===== config.mk =====
export PLATFORM = sky130hd
export DESIGN_NAME = pae_dram_addr_enc
export DESIGN_NICKNAME = d
export VERILOG_FILES = /design/src/rtl/pae_pkg.sv /design/src/rtl/pae_perm_map.sv /design/src/rtl/pae_perm_unmap.sv /design/src/rtl/pae_phase_seq.sv /design/src/rtl/pae_bus_drive.sv /design/src/rtl/pae_dram_addr_enc.sv
export SDC_FILE = /design/constraint.sdc
export NUM_CORES = 1
export LEC_CHECK = 0
export CAP_MARGIN = 20
export CELL_PAD_IN_SITES_DETAIL_PLACEMENT = 1
export CELL_PAD_IN_SITES_GLOBAL_PLACEMENT = 1
export CORE_MARGIN = 2
export CORE_UTILIZATION = 34
export CTS_CLUSTER_DIAMETER = 40
export DETAILED_ROUTE_END_ITERATION = 7
export GPL_ROUTABILITY_DRIVEN = 0
export PLACE_DENSITY = 0.85
export SLEW_MARGIN = 25
export SYNTH_ARGS = -nofsm -noshare
export SYNTH_HDL_FRONTEND = slang
export SYNTH_SLANG_ARGS = --single-unit

===== constraint.sdc =====
create_clock -name clk -period 1.75 [get_ports clk]
set_input_delay 0.175 -clock clk [delete_from_list [all_inputs] [get_ports clk]]
set_output_delay 0.175 -clock clk [all_outputs]
set_load 0.05 [all_outputs]

===== src/rtl/pae_pkg.sv =====
package pae_pkg;

   typedef enum logic [1:0] {
      PH_IDLE = 2'd0,
      PH_ROW  = 2'd1,
      PH_COL  = 2'd2
   } pae_phase_e;

   // Symbol at position idx of the cyclic walk over nsym vertices:
   // for each a, emit a, then the pair (a,b) for every b greater than a.
   function automatic int unsigned sym_at(input int unsigned idx, input int unsigned nsym);
      int unsigned pos;
      int unsigned res;
      pos = 0;
      res = 0;
      for (int unsigned a = 0; a < nsym; a++) begin
         if (pos == idx) res = a;
         pos++;
         for (int unsigned b = a + 1; b < nsym; b++) begin
            if (pos == idx) res = a;
            pos++;
            if (pos == idx) res = b;
            pos++;
         end
      end
      return res;
   endfunction

   // Edge k of the cycle: {row, col} = {s[k], s[k+1]}
   function automatic int unsigned perm_code(input int unsigned k, input int unsigned nsym);
      int unsigned nxt;
      nxt = (k + 1) % (nsym * nsym);
      return sym_at(k, nsym) * nsym + sym_at(nxt, nsym);
   endfunction

endpackage


===== src/rtl/pae_perm_map.sv =====
module pae_perm_map #(
   parameter int HALF_W   = 2,
   parameter int MAP_PERM = 1
) (
   input  logic [2*HALF_W-1:0] addr,
   output logic [HALF_W-1:0]   row_half,
   output logic [HALF_W-1:0]   col_half
);
   localparam int AW    = 2 * HALF_W;
   localparam int NSYM  = 1 << HALF_W;
   localparam int NCODE = NSYM * NSYM;

   logic [AW-1:0] tbl [NCODE];
   logic [AW-1:0] code;

   if (MAP_PERM != 0) begin : g_perm
      for (genvar k = 0; k < NCODE; k++) begin : g_ent
         assign tbl[k] = AW'(pae_pkg::perm_code(k, NSYM));
      end
   end else begin : g_bin
      for (genvar k = 0; k < NCODE; k++) begin : g_ent
         assign tbl[k] = AW'(k);
      end
   end

   assign code     = tbl[addr];
   assign row_half = code[AW-1:HALF_W];
   assign col_half = code[HALF_W-1:0];

endmodule


===== src/rtl/pae_perm_unmap.sv =====
module pae_perm_unmap #(
   parameter int HALF_W   = 2,
   parameter int MAP_PERM = 1
) (
   input  logic [HALF_W-1:0]   row_half,
   input  logic [HALF_W-1:0]   col_half,
   output logic [2*HALF_W-1:0] addr
);
   localparam int AW    = 2 * HALF_W;
   localparam int NSYM  = 1 << HALF_W;
   localparam int NCODE = NSYM * NSYM;

   logic [AW-1:0] tbl [NCODE];

   if (MAP_PERM != 0) begin : g_perm
      for (genvar k = 0; k < NCODE; k++) begin : g_ent
         assign tbl[k] = AW'(pae_pkg::perm_code(k, NSYM));
      end
   end else begin : g_bin
      for (genvar k = 0; k < NCODE; k++) begin : g_ent
         assign tbl[k] = AW'(k);
      end
   end

   always_comb begin
      addr = '0;
      for (int k = 0; k < NCODE; k++) begin
         if (tbl[k] == {row_half, col_half}) addr = AW'(k);
      end
   end

endmodule


===== src/rtl/pae_phase_seq.sv =====
module pae_phase_seq #(
   parameter int HALF_W = 2
) (
   input  logic              clk,
   input  logic              rst_n,
   input  logic              req_valid,
   input  logic [HALF_W-1:0] col_in,
   output logic              req_ready,
   output logic              take,
   output logic              row_phase,
   output logic              col_phase,
   output logic [HALF_W-1:0] col_held
);
   import pae_pkg::*;

   pae_phase_e state_q, state_d;

   assign req_ready = (state_q != PH_ROW);
   assign take      = req_valid && req_ready;
   assign row_phase = (state_q == PH_ROW);
   assign col_phase = (state_q == PH_COL);

   always_comb begin
      state_d = state_q;
      unique case (state_q)
         PH_IDLE: state_d = take ? PH_ROW : PH_IDLE;
         PH_ROW:  state_d = PH_COL;
         PH_COL:  state_d = take ? PH_ROW : PH_IDLE;
         default: state_d = PH_IDLE;
      endcase
   end

   always_ff @(posedge clk) begin
      if (!rst_n) begin
         state_q  <= PH_IDLE;
         col_held <= '0;
      end else begin
         state_q <= state_d;
         if (take) col_held <= col_in;
      end
   end

   a_r2_col_after_row: assert property (@(posedge clk) disable iff (!rst_n)
      row_phase |=> col_phase);
   a_r3_row_blocks: assert property (@(posedge clk) disable iff (!rst_n)
      row_phase |-> !req_ready);
   a_r3_col_kept: assert property (@(posedge clk) disable iff (!rst_n)
      row_phase |=> $stable(col_held));
   a_r4_take_to_row: assert property (@(posedge clk) disable iff (!rst_n)
      take |=> row_phase);

endmodule


===== src/rtl/pae_bus_drive.sv =====
module pae_bus_drive #(
   parameter int HALF_W = 2,
   parameter int INV_EN = 1
) (
   input  logic              clk,
   input  logic              rst_n,
   input  logic              load,
   input  logic [HALF_W-1:0] raw,
   output logic [HALF_W-1:0] bus_q,
   output logic              inv_q
);

   if (INV_EN != 0) begin : g_inv
      int   tcnt;
      logic flip;
      logic [HALF_W-1:0] nxt;

      always_comb begin
         tcnt = $countones(raw ^ bus_q);
         flip = (2 * tcnt > HALF_W);
         nxt  = flip ? ~raw : raw;
      end

      always_ff @(posedge clk) begin
         if (!rst_n) begin
            bus_q <= '0;
            inv_q <= 1'b0;
         end else if (load) begin
            bus_q <= nxt;
            inv_q <= flip;
         end
      end

      a_r10_inv_bound: assert property (@(posedge clk) disable iff (!rst_n)
         load |=> ($countones(bus_q ^ $past(bus_q)) <= HALF_W / 2));
      a_r12_inv_restore: assert property (@(posedge clk) disable iff (!rst_n)
         load |=> ((bus_q ^ {HALF_W{inv_q}}) == $past(raw)));
   end else begin : g_plain
      always_ff @(posedge clk) begin
         if (!rst_n)    bus_q <= '0;
         else if (load) bus_q <= raw;
      end
      assign inv_q = 1'b0;

      a_r9_plain_load: assert property (@(posedge clk) disable iff (!rst_n)
         load |=> (bus_q == $past(raw)));
   end

endmodule


===== src/rtl/pae_dram_addr_enc.sv =====
module pae_dram_addr_enc #(
   parameter int HALF_W   = 2,
   parameter int MAP_PERM = 1,
   parameter int INV_EN   = 1
) (
   input  logic                clk,
   input  logic                rst_n,
   input  logic                req_valid,
   input  logic [2*HALF_W-1:0] req_addr,
   output logic                req_ready,
   output logic [HALF_W-1:0]   bus_addr,
   output logic                bus_inv,
   output logic                row_strobe,
   output logic                col_strobe
);
   localparam int AW = 2 * HALF_W;

   if (HALF_W < 1 || HALF_W > 5) begin : g_bad_width
      $error("pae_dram_addr_enc: HALF_W must lie in 1..5");
   end
   if (MAP_PERM < 0 || MAP_PERM > 1) begin : g_bad_map
      $error("pae_dram_addr_enc: MAP_PERM must be 0 or 1");
   end
   if (INV_EN < 0 || INV_EN > 1) begin : g_bad_inv
      $error("pae_dram_addr_enc: INV_EN must be 0 or 1");
   end

   logic [HALF_W-1:0] row_half, col_half, col_held, raw;
   logic              take, row_phase, col_phase, load;
   logic [AW-1:0]     back_addr;

   pae_perm_map #(.HALF_W(HALF_W), .MAP_PERM(MAP_PERM)) u_map (
      .addr     (req_addr),
      .row_half (row_half),
      .col_half (col_half)
   );

   pae_phase_seq #(.HALF_W(HALF_W)) u_seq (
      .clk       (clk),
      .rst_n     (rst_n),
      .req_valid (req_valid),
      .col_in    (col_half),
      .req_ready (req_ready),
      .take      (take),
      .row_phase (row_phase),
      .col_phase (col_phase),
      .col_held  (col_held)
   );

   // The row half loads at acceptance; the held column half loads on leaving the row cycle.
   assign load = take || row_phase;
   assign raw  = take ? row_half : col_held;

   pae_bus_drive #(.HALF_W(HALF_W), .INV_EN(INV_EN)) u_drv (
      .clk   (clk),
      .rst_n (rst_n),
      .load  (load),
      .raw   (raw),
      .bus_q (bus_addr),
      .inv_q (bus_inv)
   );

   assign row_strobe = row_phase;
   assign col_strobe = col_phase;

   pae_perm_unmap #(.HALF_W(HALF_W), .MAP_PERM(MAP_PERM)) u_unmap (
      .row_half (row_half),
      .col_half (col_half),
      .addr     (back_addr)
   );

   a_r12_roundtrip: assert property (@(posedge clk) disable iff (!rst_n)
      req_valid |-> (back_addr == req_addr));
   a_r2_strobe_excl: assert property (@(posedge clk) disable iff (!rst_n)
      !(row_strobe && col_strobe));
   a_r5_idle_hold: assert property (@(posedge clk) disable iff (!rst_n)
      (!row_strobe && !col_strobe && !(req_valid && req_ready)) |=>
         ($stable(bus_addr) && $stable(bus_inv)));

endmodule


==> results_dict.tcl <==
set metrics [dict create \
    status "complete, no violations" \
    grt_pass1_wl_mm 2.221 \
    clock.fmax_mhz 590.6 \
    report.final.hold_viol_count 0 \
    insertedDiodeCount 0 \
    setup_violations 0 \
    start_kind "flip-flop" \
    hp-class "input port to flip-flop" \
    critPathArrivalTime_ns 1.52 \
    cpPeakStageDelay_ns 0.80 \
    post_drt_wl_per_cell_microns 12.80 \
    cts_tree "built" \
    ant_nets 0 \
    cts_sinks 7 \
    leakage_nw 0.3338 \
    grt_pass1_vias 534 \
    io_buffer_count 12 \
    rsz0062_at_grt "no" \
    clk_pin_slew_ns 0.06 \
    rows 14 \
    syn-instance-count 62 \
    layout.nets 98 \
    path_buf_inv 1 \
    core_sq_mm 0.001489 \
    cts_buffers 3 \
    powerDensity_mw_per_mm2 689.2 \
    drive_above_1_share_pct 26.19 \
    htree_levels 1 \
    dieArea_sq_mm 0.001892 \
    path_cells "nor2b_1 -> clkdlybuf4s50_1" \
    maxCapViolations 0 \
    initial_core_util_pct 35.63 \
    slowest_stage "clkdlybuf4s50_1" \
    vdd_ir_drop_max_mv 0.2219 \
    die_width_microns 43.50 \
    end_kind "output port" \
    cp.required_ns 1.57 \
    gr-total-overflow 0 \
    clock_skew_ns 0.008404 \
    critPathTopFamily "buffers and inverters" \
    clock_latency_ns 0.26 \
    finalWirelength_mm 1.280 \
    hpwl_mm 1.037 \
    syn2layout_area_growth_pct 41.04 \
    grt_start_max_net_pins 10 \
    final_cell_area_sq_um 748.2 \
    ys_warn_count 0 \
    critPathMaxFanout 3 \
    drv_slew 0 \
    crit_type "flip-flop to output port" \
    utilization_pct 50.25 \
    viasPerCell 5.170 \
    via_count 517 \
    drc 0 \
    first_pass_iters 2 \
    synth_area_per_cell_sq_um 8.557 \
    nFillCells 185 \
    syn_area_sq_um 530.5 \
    clockRootBuffer "clkbuf_4" \
    tightestPinTransition_ns 0.5054 \
    placed_area_sq_um 699.4 \
    fp.dieH_microns 43.50 \
    fin_crit_sh_pct 96.75 \
    ys_ff_latch 7 \
    max-slew-margin-rel_pct 66.20 \
    antenna_found_initial 0 \
    syn_nets 75 \
    min_period_ns 1.693 \
    drtIter0Drc 4 \
    seq_area_frac_synth_pct 26.42 \
    total_power_w 0.0005157 \
    clock_path_buffers 2 \
    track_usage_pct 16.24 \
    io_pins 13 \
    synth_cell_type_count 29 \
]
[worst reg2reg max path, stage by stage, from the launching register on]
cell	delay, ns
dfxtp_1	0.31
nand2b_2	0.18
clkinv_2	0.14
a211o_1	0.28
a32oi_2	0.22
o211ai_1	0.13
o21ai_1	0.09
[final timing paths]
path / startpoint / to / slack, ns / cells past startpoint
worst min-delay path: req_addr[3] / u_seq.col_held[0]$_SDFFE_PN0N_ / 0.47 / 4
worst max-delay path: u_seq.state_q[0]$_SDFF_PN0_ / col_strobe / 0.06 / 2
worst max register to register: u_seq.state_q[1]$_SDFF_PN0_ / flip-flop / 0.35 / 6
worst min register to register: u_seq.state_q[0]$_SDFF_PN0_ / u_seq.state_q[0]$_SDFF_PN0_ / 0.48 / 1
[routing by layer]
metal	vias to the layer above	part of all wire [%]	global-route usage (%)
li1	261	-	-
met1	236	41	16.46
met2	15	51	28.96
met3	5	3.7	2.917
met4	0	3.5	12.73
met5	-	0	0
[Yosys cell counts]
| cell | instances | area [sq um] |
|---|---|---|
| mux2i_1 | 2 | 20.02 |
| or3_1 | 1 | 6.260 |
| nor2b_1 | 2 | 12.51 |
| o21a_1 | 1 | 7.510 |
| ha_1 | 6 | 75.07 |
| clkinv_1 | 1 | 3.750 |
| nor3_1 | 2 | 10.01 |
| nand2b_1 | 1 | 6.260 |
| o31ai_4 | 1 | 21.27 |
| nor2_1 | 5 | 18.77 |
| inv_1 | 4 | 15.01 |
| a211oi_1 | 2 | 15.01 |
| a32oi_2 | 1 | 16.27 |
| nand2b_2 | 1 | 8.760 |
| buf_2 | 1 | 5.000 |
| nor3b_1 | 1 | 7.510 |
| and2_1 | 2 | 12.51 |
| a21o_2 | 1 | 8.760 |
| nand2_1 | 5 | 18.77 |
| o31ai_1 | 1 | 7.510 |
| and2b_2 | 2 | 17.52 |
| and2b_1 | 1 | 7.510 |
| o21ai_0 | 2 | 10.01 |
| a211o_1 | 1 | 8.760 |
| o211ai_1 | 2 | 15.01 |
| a21oi_1 | 4 | 20.02 |
| a2bb2oi_1 | 1 | 8.760 |
| dfxtp_1 | 7 | 140.1 |
| nand4_1 | 1 | 6.260 |
[cell usage in the layout, fill, tap and decap left out, types with 2 or more instances in the layout]
cell,netlist,routed
clkdlybuf4s50_1,0,7
nor3_1,2,2
a21oi_1,4,3
a211oi_1,2,2
o211ai_1,2,2
clkbuf_4,0,3
ha_1,6,5
nor2b_1,2,2
and2_1,2,2
dfxtp_1,7,7
mux2i_1,2,2
and2b_2,2,2
nor2_1,5,5
buf_4,0,9
inv_1,4,3
nand2_1,5,5
[through the flow]
step	hold slack [ns]	setup slack (ns)	std cells	setup TNS, ns
after global placement	0.4518	-0.3316	94	-0.9173
after floorplan	0.3369	0.07192	62	0
after CTS	0.4812	0.03837	100	0
final	0.4707	0.05685	100	0
after detailed placement	0.4736	-0.3785	94	-1.148
after global routing	0.5016	0.01028	100	0
[cell type report]
type | instances | area, sq um | area share [%]
sequential | 7 | 140.1 | 18.73
inverter | 5 | 20.02 | 2.676
tap | 16 | 20.02 | 2.676
multi-input combinational | 49 | 372.9 | 49.83
clock buffer | 4 | 26.28 | 3.512
timing repair buffer | 19 | 168.9 | 22.58
[repair_timing]
item / 4_1_cts / 5_1_grt
pin swaps: 3 / 1
resized for setup: 5 / 3
endpoints found under the setup margin: 3 / 2
hold endpoints to repair: 0 / 0
buffers inserted: 2 / 0
hold buffers: 0 / 0
[cells by family after synthesis]
| kind of cell | Yosys count | synth area share [%] |
|---|---|---|
| buf+inv | 6 | 4.479 |
| mux | 2 | 3.774 |
| compound gates | 17 | 26.18 |
| fa+ha+maj | 6 | 14.15 |
| flops | 7 | 26.41 |
| simple gates | 24 | 25.00 |
[report_power, final]
group	switching (W)	internal [W]
Clock	0.0000667	0.0000875
Sequential	0.0000108	0.000172
Combinational	0.000102	0.0000769
Total	0.000179	0.000337
(Power assumes the default switching activity.)
